[config.mk]
export PLATFORM = sky130hd
export DESIGN_NAME = vec_raster
export DESIGN_NICKNAME = d
export VERILOG_FILES = /design/src/rtl/vr_pkg.sv /design/src/rtl/vr_fold.sv /design/src/rtl/vr_line_acc.sv /design/src/rtl/vr_pix_cnt.sv /design/src/rtl/vec_raster.sv
export SDC_FILE = /design/constraint.sdc
export NUM_CORES = 1
export LEC_CHECK = 0
export BUFFER_PORTS_ARGS = -buffer_cell sky130_fd_sc_hd__buf_2
export CORE_AREA = 2 2 154 156
export DETAILED_ROUTE_END_ITERATION = 7
export DIE_AREA = 0 0 156 158
export HOLD_SLACK_MARGIN = 0.12
export MAX_ROUTING_LAYER = met4
export PLACE_DENSITY_LB_ADDON = 0.25
export SLEW_MARGIN = 40
export SYNTH_ARGS = -nofsm -noshare
export SYNTH_HDL_FRONTEND = slang
export SYNTH_HIERARCHICAL = 1
export SYNTH_SLANG_ARGS = --single-unit
[constraint.sdc]
create_clock -name clk -period 8.38 [get_ports clk]
set_input_delay 1.676 -clock clk [delete_from_list [all_inputs] [get_ports clk]]
set_output_delay 1.676 -clock clk [all_outputs]
set_load 0.01 [all_outputs]
[src/rtl/vr_pkg.sv]
// Shared types for the line segment stepper.
// Assumes nothing beyond a common clock domain.
package vr_pkg;
    // Octant fold code: axis swap plus the two screen-direction negations
    typedef struct packed {
        logic swap;
        logic negx;
        logic negy;
    } vr_oct_t;

    typedef enum logic [1:0] {
        ST_IDLE = 2'd0,
        ST_DRAW = 2'd1,
        ST_FIN  = 2'd2
    } vr_state_e;
endpackage

[src/rtl/vr_fold.sv]
// Folds a segment into the first octant.
// Produces the octant code and the major/minor absolute deltas.
// Purely combinational; endpoints are unsigned screen coordinates.
module vr_fold
    import vr_pkg::*;
#(
    parameter int COORD_W = 12
) (
    input  logic [COORD_W-1:0] ax,
    input  logic [COORD_W-1:0] ay,
    input  logic [COORD_W-1:0] bx,
    input  logic [COORD_W-1:0] by,
    output vr_oct_t            oct,
    output logic [COORD_W-1:0] dmaj,
    output logic [COORD_W-1:0] dmin
);
    localparam int SD_W = COORD_W + 1;

    logic signed [SD_W-1:0] sdx, sdy;
    logic [SD_W-1:0]        absx_w, absy_w;
    logic [COORD_W-1:0]     absx, absy;

    // Signed deltas and their magnitudes
    always_comb begin
        sdx    = $signed({1'b0, bx}) - $signed({1'b0, ax});
        sdy    = $signed({1'b0, by}) - $signed({1'b0, ay});
        absx_w = sdx[SD_W-1] ? SD_W'(-sdx) : SD_W'(sdx);
        absy_w = sdy[SD_W-1] ? SD_W'(-sdy) : SD_W'(sdy);
        absx   = absx_w[COORD_W-1:0];
        absy   = absy_w[COORD_W-1:0];
    end

    // Octant code and the canonical deltas
    always_comb begin
        oct.swap = (absy > absx);
        oct.negx = sdx[SD_W-1];
        oct.negy = sdy[SD_W-1];
        dmaj     = oct.swap ? absy : absx;
        dmin     = oct.swap ? absx : absy;
    end
endmodule

[src/rtl/vr_line_acc.sv]
// Line-equation accumulator working in first-octant form.
// Signals a minor-axis step whenever the error term is non-negative.
// Assumes load and step are never high together.
module vr_line_acc #(
    parameter int COORD_W = 12
) (
    input  logic               clk,
    input  logic               rst_n,
    input  logic               load,
    input  logic               step,
    input  logic [COORD_W-1:0] dmaj,
    input  logic [COORD_W-1:0] dmin,
    output logic               minor_go
);
    localparam int ERR_W = COORD_W + 3;

    logic signed [ERR_W-1:0] err_q;
    logic signed [ERR_W-1:0] inc_maj_q;   // 2*dmin
    logic signed [ERR_W-1:0] dec_min_q;   // 2*dmaj

    assign minor_go = ~err_q[ERR_W-1];

    // Load the initial term or advance it by one major step
    always_ff @(posedge clk) begin
        if (!rst_n) begin
            err_q     <= '0;
            inc_maj_q <= '0;
            dec_min_q <= '0;
        end else if (load) begin
            inc_maj_q <= $signed({2'b00, dmin, 1'b0});
            dec_min_q <= $signed({2'b00, dmaj, 1'b0});
            err_q     <= $signed({2'b00, dmin, 1'b0}) - $signed({3'b000, dmaj});
        end else if (step) begin
            err_q <= minor_go ? (err_q + inc_maj_q - dec_min_q) : (err_q + inc_maj_q);
        end
    end
endmodule

[src/rtl/vr_pix_cnt.sv]
// Pixel-count accumulator: counts emitted pixels against a preloaded total.
// last is high while the current pixel is the final one.
module vr_pix_cnt #(
    parameter int COORD_W = 12
) (
    input  logic               clk,
    input  logic               rst_n,
    input  logic               load,
    input  logic               step,
    input  logic [COORD_W-1:0] target,
    output logic               last
);
    logic [COORD_W-1:0] cnt_q, tgt_q;

    assign last = (cnt_q == tgt_q);

    // Clear on load, count one per emitted non-final pixel
    always_ff @(posedge clk) begin
        if (!rst_n) begin
            cnt_q <= '0;
            tgt_q <= '0;
        end else if (load) begin
            cnt_q <= '0;
            tgt_q <= target;
        end else if (step) begin
            cnt_q <= cnt_q + 1'b1;
        end
    end
endmodule

[src/rtl/vec_raster.sv]
// Line segment stepper top: one pixel address per clock between two endpoints.
// Sequencing: idle -> draw (dmaj+1 cycles) -> one done cycle -> idle.
// Assumes integer endpoints; start is only honoured while idle.
module vec_raster
    import vr_pkg::*;
#(
    parameter int COORD_W = 12
) (
    input  logic               clk,
    input  logic               rst_n,
    input  logic               start,
    input  logic [COORD_W-1:0] x0,
    input  logic [COORD_W-1:0] y0,
    input  logic [COORD_W-1:0] x1,
    input  logic [COORD_W-1:0] y1,
    output logic               pix_valid,
    output logic [COORD_W-1:0] pix_x,
    output logic [COORD_W-1:0] pix_y,
    output logic               done
);
    vr_state_e          state_q;
    vr_oct_t            oct_w, oct_q;
    logic [COORD_W-1:0] dmaj_w, dmin_w;
    logic [COORD_W-1:0] cur_x_q, cur_y_q;
    logic               load, step, last, minor_go;
    logic               x_move, y_move;

    vr_fold #(.COORD_W(COORD_W)) fold_i (
        .ax(x0), .ay(y0), .bx(x1), .by(y1),
        .oct(oct_w), .dmaj(dmaj_w), .dmin(dmin_w)
    );

    vr_line_acc #(.COORD_W(COORD_W)) line_i (
        .clk(clk), .rst_n(rst_n), .load(load), .step(step),
        .dmaj(dmaj_w), .dmin(dmin_w), .minor_go(minor_go)
    );

    vr_pix_cnt #(.COORD_W(COORD_W)) cnt_i (
        .clk(clk), .rst_n(rst_n), .load(load), .step(step),
        .target(dmaj_w), .last(last)
    );

    // Control strobes and the unfold of canonical steps to screen axes
    always_comb begin
        load   = (state_q == ST_IDLE) && start;
        step   = (state_q == ST_DRAW) && !last;
        x_move = step && (!oct_q.swap || minor_go);
        y_move = step && ( oct_q.swap || minor_go);
    end

    // Sequencer state
    always_ff @(posedge clk) begin
        if (!rst_n) begin
            state_q <= ST_IDLE;
        end else begin
            case (state_q)
                ST_IDLE: if (start) state_q <= ST_DRAW;
                ST_DRAW: if (last)  state_q <= ST_FIN;
                default:            state_q <= ST_IDLE;
            endcase
        end
    end

    // Current pixel address and latched octant code
    always_ff @(posedge clk) begin
        if (!rst_n) begin
            cur_x_q <= '0;
            cur_y_q <= '0;
            oct_q   <= '0;
        end else if (load) begin
            cur_x_q <= x0;
            cur_y_q <= y0;
            oct_q   <= oct_w;
        end else begin
            if (x_move) cur_x_q <= oct_q.negx ? cur_x_q - 1'b1 : cur_x_q + 1'b1;
            if (y_move) cur_y_q <= oct_q.negy ? cur_y_q - 1'b1 : cur_y_q + 1'b1;
        end
    end

    assign pix_valid = (state_q == ST_DRAW);
    assign pix_x     = cur_x_q;
    assign pix_y     = cur_y_q;
    assign done      = (state_q == ST_FIN);
endmodule

==> results.toml <==
[clock_network]
cts_max_path_buffers = 2
clock_latency_ns = 0.36
hold_buffers = 0
cts.sinks = 91
htree_levels = 3
postCtsSetupBuffers = 0
cts_tree = "built"
root_buffer = "clkbuf_16"
cts_inserted_buffers = 9
post_cts_resized = 0
path_clk_slew_ns = 0.08

[sta]
setup_viol = 0
period_share = 0.891
setup_ws_ns = 0.912
rsz0062_at_grt = "no"
slew_violations = 0
period_minus_slack_ns = 7.47
slew_headroom = 0.541
tns_ns = 0
worst_slew_pin_slew_ns = 0.683
hold_violations = 0
clock.fmax_mhz = 134
fin_hold_ws_ns = 0.492
clock_skew_ns = 0.0106

[hold_path]
min_path_type = "reg2reg"
min_from = "cnt_i/cnt_q[11]$_SDFFE_PP0P_"
worst_hold_path.endpoint = "cnt_i/cnt_q[11]$_SDFFE_PP0P_"
hold_depth = 2

[floorplan]
start_util = 0.395
core-area_um2 = 23100
dieArea_um2 = 24600
chipHeight_um = 158
io_pins = 77
die_width_um = 156
rows = 56

[worst_setup_path]
path_common_cell = "ha_1"
endpoint_kind = "flip-flop"
r2r_end = "line_i/err_q[14]$_SDFFE_PN0P_"
worst_ep_required_time_ns = 8.67
critPathLaunchType = "input port"
cp_max_fo = 16
arrival_ns = 7.76
critPathKind = "in2reg"
critical-path-max-stage-delay_ns = 0.43
r2r-start = "line_i/inc_maj_q[1]$_SDFFE_PN0P_"
critPathSlowestCell = "fa_1"
r2r_cells = 16
rrSetupSlack_ns = 4.77

[yosys]
synth_cells = 1118
synth_cell_types = 98
synth_commonest_cells = "ha_1, inv_1, dfxtp_1"
synth_top_area_cell = "dfxtp_1"
ys_warn_count = 6
synth_area_leaders = "dfxtp_1, ha_1, mux2i_1"
ys_ff_latch = 91
synth_edf_count = 0
synth_top_area_share = 0.200
synth_area_per_cell_um2 = 8.14
syn_area_um2 = 9100
synth_ff_type = "dfxtp_1"
postSynth.asyncResetShare = 0
synth_fp_nets = 1270
yosysSeqAreaShare = 0.200

[routing]
drc = 0
avgViaCountPerCell = 5.54
ant_nets = 0
num_vias = 8149
drt_iter0_drc = 394
wl_per_cell_um = 16.1
wl_um = 23700
first_pass_iters = 5

[power_and_ir_drop]
p_per_area_nw_per_um2 = 371
power.total_uw = 3710
p_leak_uw = 0.00439
peakVddDrop_v = 0.000156

[final_layout]
fin_cells = 1471
nets = 1328
drive_gt1_frac = 0.123
fill_cells = 2310
syn_to_final_growth_pct = 10.0
n_antenna_cell = 0

[grt]
grt_overflow = 0
grt_util_all_layers = 0.203
grt_pass1_wl_um = 39500
antenna_found_initial = 0
grt_max_degree = 84
grt_pass1_vias = 8042

[placement]
io_buffers = 76
pre_cts_ws_ns = 0.619
place_congestion = 0.892
dp_cells = 1455
place_hpwl_um = 18200

[run_status]
status = "finished clean"

[run]
max_cap_violations = 0
==> critical path, delay by kind of cell <==
kind	cells	cell delay (ns)
compound gates	12	2.39
fa+ha+maj	4	1.28
simple gates	7	1.10
buf+inv	3	0.65
mux	1	0.36
xor+xnor	1	0.28
==> cells by family (layout without fill, tap and decap cells) <==
group / after synthesis / count (layout) / share of synthesized area
flip-flops: 91 / 91 / 0.200
XOR/XNOR: 92 / 92 / 0.0902
buffers and inverters: 134 / 197 / 0.0659
AND/OR/NAND/NOR: 315 / 315 / 0.187
adder cells (fa/ha/maj): 101 / 101 / 0.145
multiplexers: 61 / 61 / 0.0672
AO/OA/AOI/OAI: 324 / 324 / 0.245
==> layout by cell type, fill, tap and decap left out, types with 9 or more instances in the layout <==
cell,netlist,routed
inv_1,94,94
ha_1,94,94
mux2i_1,60,60
clkbuf_16,0,9
o31ai_1,11,11
nand4_1,18,18
and3_1,9,9
dfxtp_1,91,91
nor2_1,63,63
nor2b_1,58,58
a211oi_1,14,14
xnor2_1,56,56
nand2b_1,10,10
a21o_1,21,21
a21oi_1,78,77
xor2_1,34,34
buf_2,7,76
o22ai_1,9,9
a31oi_1,15,15
o21a_1,24,24
nor3_1,17,17
nand2_1,63,63
o211ai_1,12,12
nand3_1,23,23
o21ai_0,57,56
o221ai_1,9,9
==> power breakdown <==
part / switching (µW) / total, µW / leakage (µW) / internal (µW)
clock network: 207 / 448 / 0.000154 / 241
registers: 104 / 656 / 0.000748 / 553
logic: 1500 / 2600 / 0.00349 / 1100
==> per-layer routing <==
layer | wire length [µm] | share of wire | up-vias | GRT usage
met4 | 156 | 0.0066 | 0 | 0.0363
li1 | - | - | 4175 | -
met1 | 11500 | 0.49 | 3831 | 0.259
met3 | 764 | 0.032 | 11 | 0.0249
met2 | 11200 | 0.47 | 132 | 0.349
met5 | 0 | 0 | - | -
==> worst max-delay path by stage <==
stage	endpoint	depth (start not counted)	startpoint	slack, ns
4_1_cts	line_i/err_q[14]$_SDFFE_PN0P_	26	y0[0]	0.98
2_1_floorplan	line_i/err_q[14]$_SDFFE_PN0P_	28	y1[0]	0.97
6_report	line_i/err_q[14]$_SDFFE_PN0P_	28	x0[0]	0.91
5_1_grt	line_i/err_q[13]$_SDFFE_PN0P_	27	x0[4]	0.45
3_3_place_gp	line_i/err_q[14]$_SDFFE_PN0P_	28	x0[0]	0.67
3_5_place_dp	line_i/err_q[14]$_SDFFE_PN0P_	28	x0[0]	0.62
==> area by class of cell <==
class	count	area, µm²	share of cell area
Multi-Input combinational cell	893	6700	0.669
Timing Repair Buffer	82	425	0.0425
Clock inverter	7	91.3	0.00912
Clock buffer	9	225	0.0225
Tap cell	290	363	0.0362
Sequential cell	91	1820	0.182
Inverter	99	387	0.0386
==> metrics by stage <==
| stage | cell area (µm²) | util |
|---|---|---|
| 3_5_place_dp | 9690 | 0.421 |
| 6_report | 10000 | 0.434 |
| 3_3_place_gp | 9680 | 0.420 |
| 2_1_floorplan | 9100 | - |
| 5_1_grt | 10000 | 0.434 |
| 4_1_cts | 10000 | 0.434 |
==> flip-flops by register name, summed over array words and instances (netlist names) <==
signal,count
cnt_i/cnt_q,12
cnt_i/tgt_q,12
line_i/dec_min_q,12
line_i/err_q,14
line_i/inc_maj_q,12
oct_q,3
pix_x,12
pix_y,12
state_q,2
No activity file was read; power rests on OpenSTA's default activity.
